`src/rtl/wds_pkg.sv`:
```
package wds_pkg;

  typedef enum logic [1:0] {
    PER_UNIFORM = 2'd0,
    PER_FIRST   = 2'd1,
    PER_SHORT   = 2'd2
  } wdt_period_e;

  function automatic int unsigned max3(input int unsigned a, input int unsigned b,
                                       input int unsigned c);
    int unsigned m;
    m = (a > b) ? a : b;
    return (m > c) ? m : c;
  endfunction

endpackage

```
`src/rtl/wds_edge_detect.sv`:
```
module wds_edge_detect (
  input  logic clk,
  input  logic rst,
  input  logic level_in,
  output logic change
);
  logic level_q;

  always_ff @(posedge clk) begin
    if (rst) level_q <= 1'b0;
    else     level_q <= level_in;
  end

  assign change = level_in ^ level_q;
endmodule

```
`src/rtl/wds_reset_timer.sv`:
```
module wds_reset_timer #(
  parameter int unsigned RESET_TICKS = 200
) (
  input  logic clk,
  input  logic rst,
  input  logic tick,
  input  logic force_on,
  input  logic trip,
  output logic active_hi,
  output logic active_lo
);
  localparam int unsigned CW = $clog2(RESET_TICKS + 1);
  localparam logic [CW-1:0] LAST = CW'(RESET_TICKS - 1);

  logic [CW-1:0] cnt_q, cnt_d;
  logic          act_d;

  always_comb begin
    act_d = active_hi;
    cnt_d = cnt_q;
    if (force_on || trip) begin
      act_d = 1'b1;
      cnt_d = '0;
    end else if (active_hi && tick) begin
      if (cnt_q == LAST) begin
        act_d = 1'b0;
        cnt_d = '0;
      end else begin
        cnt_d = cnt_q + 1'b1;
      end
    end
  end

  always_ff @(posedge clk) begin
    if (rst) begin
      cnt_q     <= '0;
      active_hi <= 1'b1;
      active_lo <= 1'b0;
    end else begin
      cnt_q     <= cnt_d;
      active_hi <= act_d;
      active_lo <= ~act_d;
    end
  end
endmodule

```
`src/rtl/wds_watchdog.sv`:
```
module wds_watchdog
  import wds_pkg::*;
#(
  parameter int unsigned WDT_NORMAL_TICKS  = 100,
  parameter int unsigned WDT_LONG_TICKS    = 1600,
  parameter int unsigned WDT_DEFAULT_TICKS = 1600
) (
  input  logic clk,
  input  logic rst,
  input  logic tick,
  input  logic enable,
  input  logic hold,
  input  logic change,
  input  logic alt_mode,
  output logic expire,
  output logic status
);
  localparam int unsigned MAXT = max3(WDT_NORMAL_TICKS, WDT_LONG_TICKS, WDT_DEFAULT_TICKS);
  localparam int unsigned CW   = $clog2(MAXT + 1);

  logic [CW-1:0] cnt_q;
  logic [CW-1:0] last;
  logic          first_q;
  wdt_period_e   sel;

  always_comb begin
    if (!alt_mode)    sel = PER_UNIFORM;
    else if (first_q) sel = PER_FIRST;
    else              sel = PER_SHORT;
    case (sel)
      PER_FIRST: last = CW'(WDT_LONG_TICKS - 1);
      PER_SHORT: last = CW'(WDT_NORMAL_TICKS - 1);
      default:   last = CW'(WDT_DEFAULT_TICKS - 1);
    endcase
  end

  assign expire = enable && !hold && !change && tick && (cnt_q == last);

  always_ff @(posedge clk) begin
    if (rst) begin
      cnt_q   <= '0;
      first_q <= 1'b1;
      status  <= 1'b1;
    end else if (!enable) begin
      cnt_q  <= '0;
      status <= 1'b1;
    end else begin
      if (change)      status <= 1'b1;
      else if (expire) status <= 1'b0;

      if (hold) begin
        cnt_q   <= '0;
        first_q <= 1'b1;
      end else if (change) begin
        cnt_q   <= '0;
        first_q <= 1'b0;
      end else if (tick) begin
        cnt_q <= expire ? '0 : cnt_q + 1'b1;
      end
    end
  end
endmodule

```
`src/rtl/wd_supervisor.sv`:
```
module wd_supervisor #(
  parameter int unsigned RESET_TICKS       = 200,
  parameter int unsigned WDT_NORMAL_TICKS  = 100,
  parameter int unsigned WDT_LONG_TICKS    = 1600,
  parameter int unsigned WDT_DEFAULT_TICKS = 1600
) (
  input  logic clk,
  input  logic rst,
  input  logic tick,
  input  logic supply_ok,
  input  logic backup_mode,
  input  logic wdog_in,
  input  logic wdog_float,
  input  logic alt_timing,
  output logic rst_out,
  output logic rst_out_n,
  output logic wdog_n
);
  logic power_bad;
  logic wd_enable;
  logic in_change;
  logic wd_expire;

  assign power_bad = !supply_ok || backup_mode;
  assign wd_enable = !power_bad && !wdog_float;

  wds_edge_detect u_edge (
    .clk      (clk),
    .rst      (rst),
    .level_in (wdog_in),
    .change   (in_change)
  );

  wds_reset_timer #(
    .RESET_TICKS (RESET_TICKS)
  ) u_rtimer (
    .clk       (clk),
    .rst       (rst),
    .tick      (tick),
    .force_on  (power_bad),
    .trip      (wd_expire),
    .active_hi (rst_out),
    .active_lo (rst_out_n)
  );

  wds_watchdog #(
    .WDT_NORMAL_TICKS  (WDT_NORMAL_TICKS),
    .WDT_LONG_TICKS    (WDT_LONG_TICKS),
    .WDT_DEFAULT_TICKS (WDT_DEFAULT_TICKS)
  ) u_wdt (
    .clk      (clk),
    .rst      (rst),
    .tick     (tick),
    .enable   (wd_enable),
    .hold     (rst_out),
    .change   (in_change),
    .alt_mode (alt_timing),
    .expire   (wd_expire),
    .status   (wdog_n)
  );
endmodule

```
`config.mk`:
```
export PLATFORM = sky130hd
export DESIGN_NAME = wd_supervisor
export DESIGN_NICKNAME = d
export VERILOG_FILES = /design/src/rtl/wds_pkg.sv /design/src/rtl/wds_edge_detect.sv /design/src/rtl/wds_reset_timer.sv /design/src/rtl/wds_watchdog.sv /design/src/rtl/wd_supervisor.sv
export SDC_FILE = /design/constraint.sdc
export NUM_CORES = 1
export LEC_CHECK = 0
export BUFFER_PORTS_ARGS = -buffer_cell sky130_fd_sc_hd__buf_2
export CAP_MARGIN = 20
export CORE_ASPECT_RATIO = 0.9
export CORE_MARGIN = 1
export CORE_UTILIZATION = 45
export CTS_CLUSTER_SIZE = 10
export DETAILED_ROUTE_END_ITERATION = 6
export GPL_ROUTABILITY_DRIVEN = 0
export MAX_ROUTING_LAYER = met4
export PLACE_DENSITY = 0.69
export SYNTH_ARGS = -nofsm -noshare
export SYNTH_HDL_FRONTEND = slang
export SYNTH_SLANG_ARGS = --single-unit
```
`constraint.sdc`:
```
create_clock -name clk -period 3.7 [get_ports clk]
set_input_delay 0.37 -clock clk [delete_from_list [all_inputs] [get_ports clk]]
set_output_delay 0.37 -clock clk [all_outputs]
set_load 0.005 [all_outputs]
```
==> impl_summary.md <==
Placement
Input and output buffers added on the ports amount to 10. The placed wire-length estimate is 1.49 mm.

Route
The routed design has 1.97 mm of wire. The total iterations of the first detailed-routing run is 4. For this block, the initial DRC count from the detailed router was 25. After detailed routing, the number of vias per cell comes to 5.49. The routed wirelength normalized by instance count is 12.4 um.

The routed layout has 868 vias. The number of nets still failing antenna checks after routing is 0. For this run, design rule violations remaining after detail routing come to 0.

STA
The final-report max-slew violation count is 0. Setup repair after global routing left no endpoint under its margin. The headroom to the max-slew limit is 0.403.

The fmax is 491 MHz. Setup violations remaining at the end of the flow were counted as 0. Dividing the final minimum period by the clock period gives 0.550. For the final database, setup skew stands at 0.00198 ns.

Subtracting the final worst setup slack from the clock period gives 2.04 ns. The final setup TNS is 0 ns. At the pin with the least slew margin, the transition time is 0.895 ns.

The worst slack on hold paths is 0.223 ns. The final hold violation count is 0.

Critical path
In this run the register-to-register setup slack is 1.66 ns. The worst setup path is of the register to register kind. The critical-path maximum fanout is 12. The worst setup path is captured at a register. Data on the critical path is required at its endpoint by 3.87 ns. The arrival time at the worst endpoint is 2.20 ns. The startpoint kind of the worst setup timing path is a register.

Global route
The largest net degree at the start of global routing is 14. The initial antenna violation count came to 0. The number of global-route vias before repair is 768. Global routing finished with a remaining overflow of 0. The overall global routing resource usage is 0.186. The first global-routing pass estimated 3.52 mm of wire.

Layout
The area overhead of the layout relative to synthesis is 8.51%. In the final layout, the multi-input gates occupy 624 sq um. The share of layout cells above drive strength 1 is 0.130.

At the end of the flow, the number of nets in the layout was 142. The number of antenna diodes in the final layout is 0. Summing all flip-flop and latch instances after layout gives 480 sq um.

Counting the fill cells in the layout gives 214.

Yosys
The share of synthesized area occupied by flip-flops and latches is 0.424. In the synthesized netlist the async set-or-reset flop fraction comes to 0. Among all flip-flop cells after synthesis, the most frequent one is sky130_fd_sc_hd__dfxtp_1.

For this run, the number of Yosys warnings is 0. Averaged over all synthesized cells, the footprint is 9.28 sq um. The mapped netlist covers 0.00113 sq mm. The number of synthesized flops with an enable pin is 0. The instance count of the mapped netlist is 122. The number of nets produced by synthesis is 132. In this run, synthesis produced a sequential element count of 24. The number of different library cells in the post-synthesis netlist is 33.

Clock network
Clock-pin slew was measured on the worst setup and hold paths at 0.12 ns. For this design, the CTS-stage hold fixing added 0 buffers. In this run, CTS created clock tree buffers numbering 3. The total clock sinks is 24. The number of gates resized after CTS was 0.

The maximum clock path buffer count is 2. In this run the number of H-tree levels came out at 1. Clock latency on the worst-skew pair, taken at its later pin, is 0.31 ns.

The setup fix buffers added after clock tree synthesis is 0. The clock root buffer master is sky130_fd_sc_hd__clkbuf_4. The clock tree from TritonCTS is yes.

Floorplanning
The floorplan has 16 rows. The number of I/O pins is 11. The die covers 0.00272 sq mm. In this run the vertical extent of the chip is 49.6 um. The floorplan step set the die width to 54.9 um. The initial utilization of the core area, before any placement, comes to 0.496. In this run the standard cell core region covers 0.00228 sq mm.

Pwr
The maximum vdd ir drop is 0.242 mV. In this run the power density over the cells is 334 mW/mm^2. The total leakage power is 0.388 nW.

Job
The tool flagged a number of max-cap violations equal to 0.

Run status
The flow ran to the end, and the final reports show no timing, DRC or antenna violations.

Hold path
The min-delay analysis places its worst path in the category input port to register.
where the power goes:
group | internal [W] | switching, W | total (W)
clock | 0.0000601 | 0.0000736 | 0.000134
sequential | 0.000260 | 0.000000753 | 0.000260
combinational | 0.00000750 | 0.00000916 | 0.0000167
total | 0.000327 | 0.0000835 | 0.000411
cell usage after synthesis, drive strengths merged, types with 2 or more instances:
cell type / instances / area, sq um
dfxtp: 24 / 480
nand3: 5 / 25.0
ha: 2 / 25.0
and3: 2 / 12.5
xnor2: 8 / 70.1
xor2: 10 / 87.6
nand4: 7 / 43.8
nor3: 22 / 115
nand2: 8 / 30.0
buf: 4 / 20.0
mux2i: 2 / 20.0
or3: 2 / 12.5
nor4b: 3 / 26.3
nor2b: 2 / 12.5
nor2: 4 / 15.0
critical path: stages (launching register included):
cell                      delay (ns)
sky130_fd_sc_hd__dfxtp_1        0.45
sky130_fd_sc_hd__nand3_1        0.15
sky130_fd_sc_hd__or3_1          0.43
sky130_fd_sc_hd__a21oi_1        0.72
sky130_fd_sc_hd__nor3_1         0.15
placed cells by master, fill, tap and decap left out, drive strengths merged, types with 2 or more instances in the layout:
cell,count
nor4b,3
nand3,5
dfxtp,24
nor2,4
ha,2
nor3,22
xor2,10
nand2,8
clkbuf,4
or3,2
buf,10
and3,2
nor2b,2
nand4,7
mux2i,2
xnor2,8
layer usage:
| metal | up-vias | GRT usage | routed length [um] |
|---|---|---|---|
| met2 | 13 | 0.241 | 790 |
| met1 | 386 | 0.276 | 1080 |
| met4 | 0 | 0.0385 | 15 |
| li1 | 467 | - | - |
| met5 | - | - | 0 |
| met3 | 2 | 0.0648 | 78 |
final timing paths:
kind / cells after the start / end / from
worst min register to register: 2 / u_wdt.status / u_wdt.status
worst max-delay path: 4 / u_wdt.cnt_q[9] / u_wdt.cnt_q[2]
worst max register to register: 4 / u_wdt.cnt_q[9] / u_wdt.cnt_q[2]
worst min-delay path: 2 / u_edge.level_q / rst
kinds of logic (layout without fill, tap and decap cells):
logic type / Yosys count / after routing / synth area share
DFF: 24 / 24 / 0.424
adders and majority gates: 2 / 2 / 0.0221
muxes: 2 / 2 / 0.0177
xor gates and xnor gates: 18 / 18 / 0.139
buffers and inverters: 6 / 15 / 0.0243
AOI/OAI and AO/OA: 7 / 7 / 0.0564
and+or+nand+nor: 63 / 63 / 0.316
final cells by class:
class / count / share of cell area
Clock buffer: 4 / 0.0295
Timing Repair Buffer: 10 / 0.0407
Sequential cell: 24 / 0.391
Tap cell: 27 / 0.0275
Multi-Input combinational cell: 92 / 0.508
Inverter: 1 / 0.00305
registers in the layout, summed over array words and instances, names as in the netlist:
name / cells
u_wdt.cnt_q: 11
u_wdt.first_q: 1
u_rtimer.active_lo: 1
u_rtimer.cnt_q: 8
u_rtimer.active_hi: 1
u_wdt.status: 1
u_edge.level_q: 1
stage by stage:
| step | std cells | util | area, sq um | worst slack (ns) | power [W] |
|---|---|---|---|---|---|
| after floorplan | 122 | - | 1130 | 2.06 | 0.000277 |
| after global placement | 154 | 0.522 | 1190 | 1.70 | 0.000282 |
| after detailed placement | 154 | 0.522 | 1190 | 1.67 | 0.000283 |
| after CTS | 158 | 0.538 | 1230 | 1.70 | 0.000419 |
| after global routing | 158 | 0.538 | 1230 | 1.46 | 0.000431 |
| final | 158 | 0.538 | 1230 | 1.66 | 0.000411 |
(Power assumes the default switching activity.)
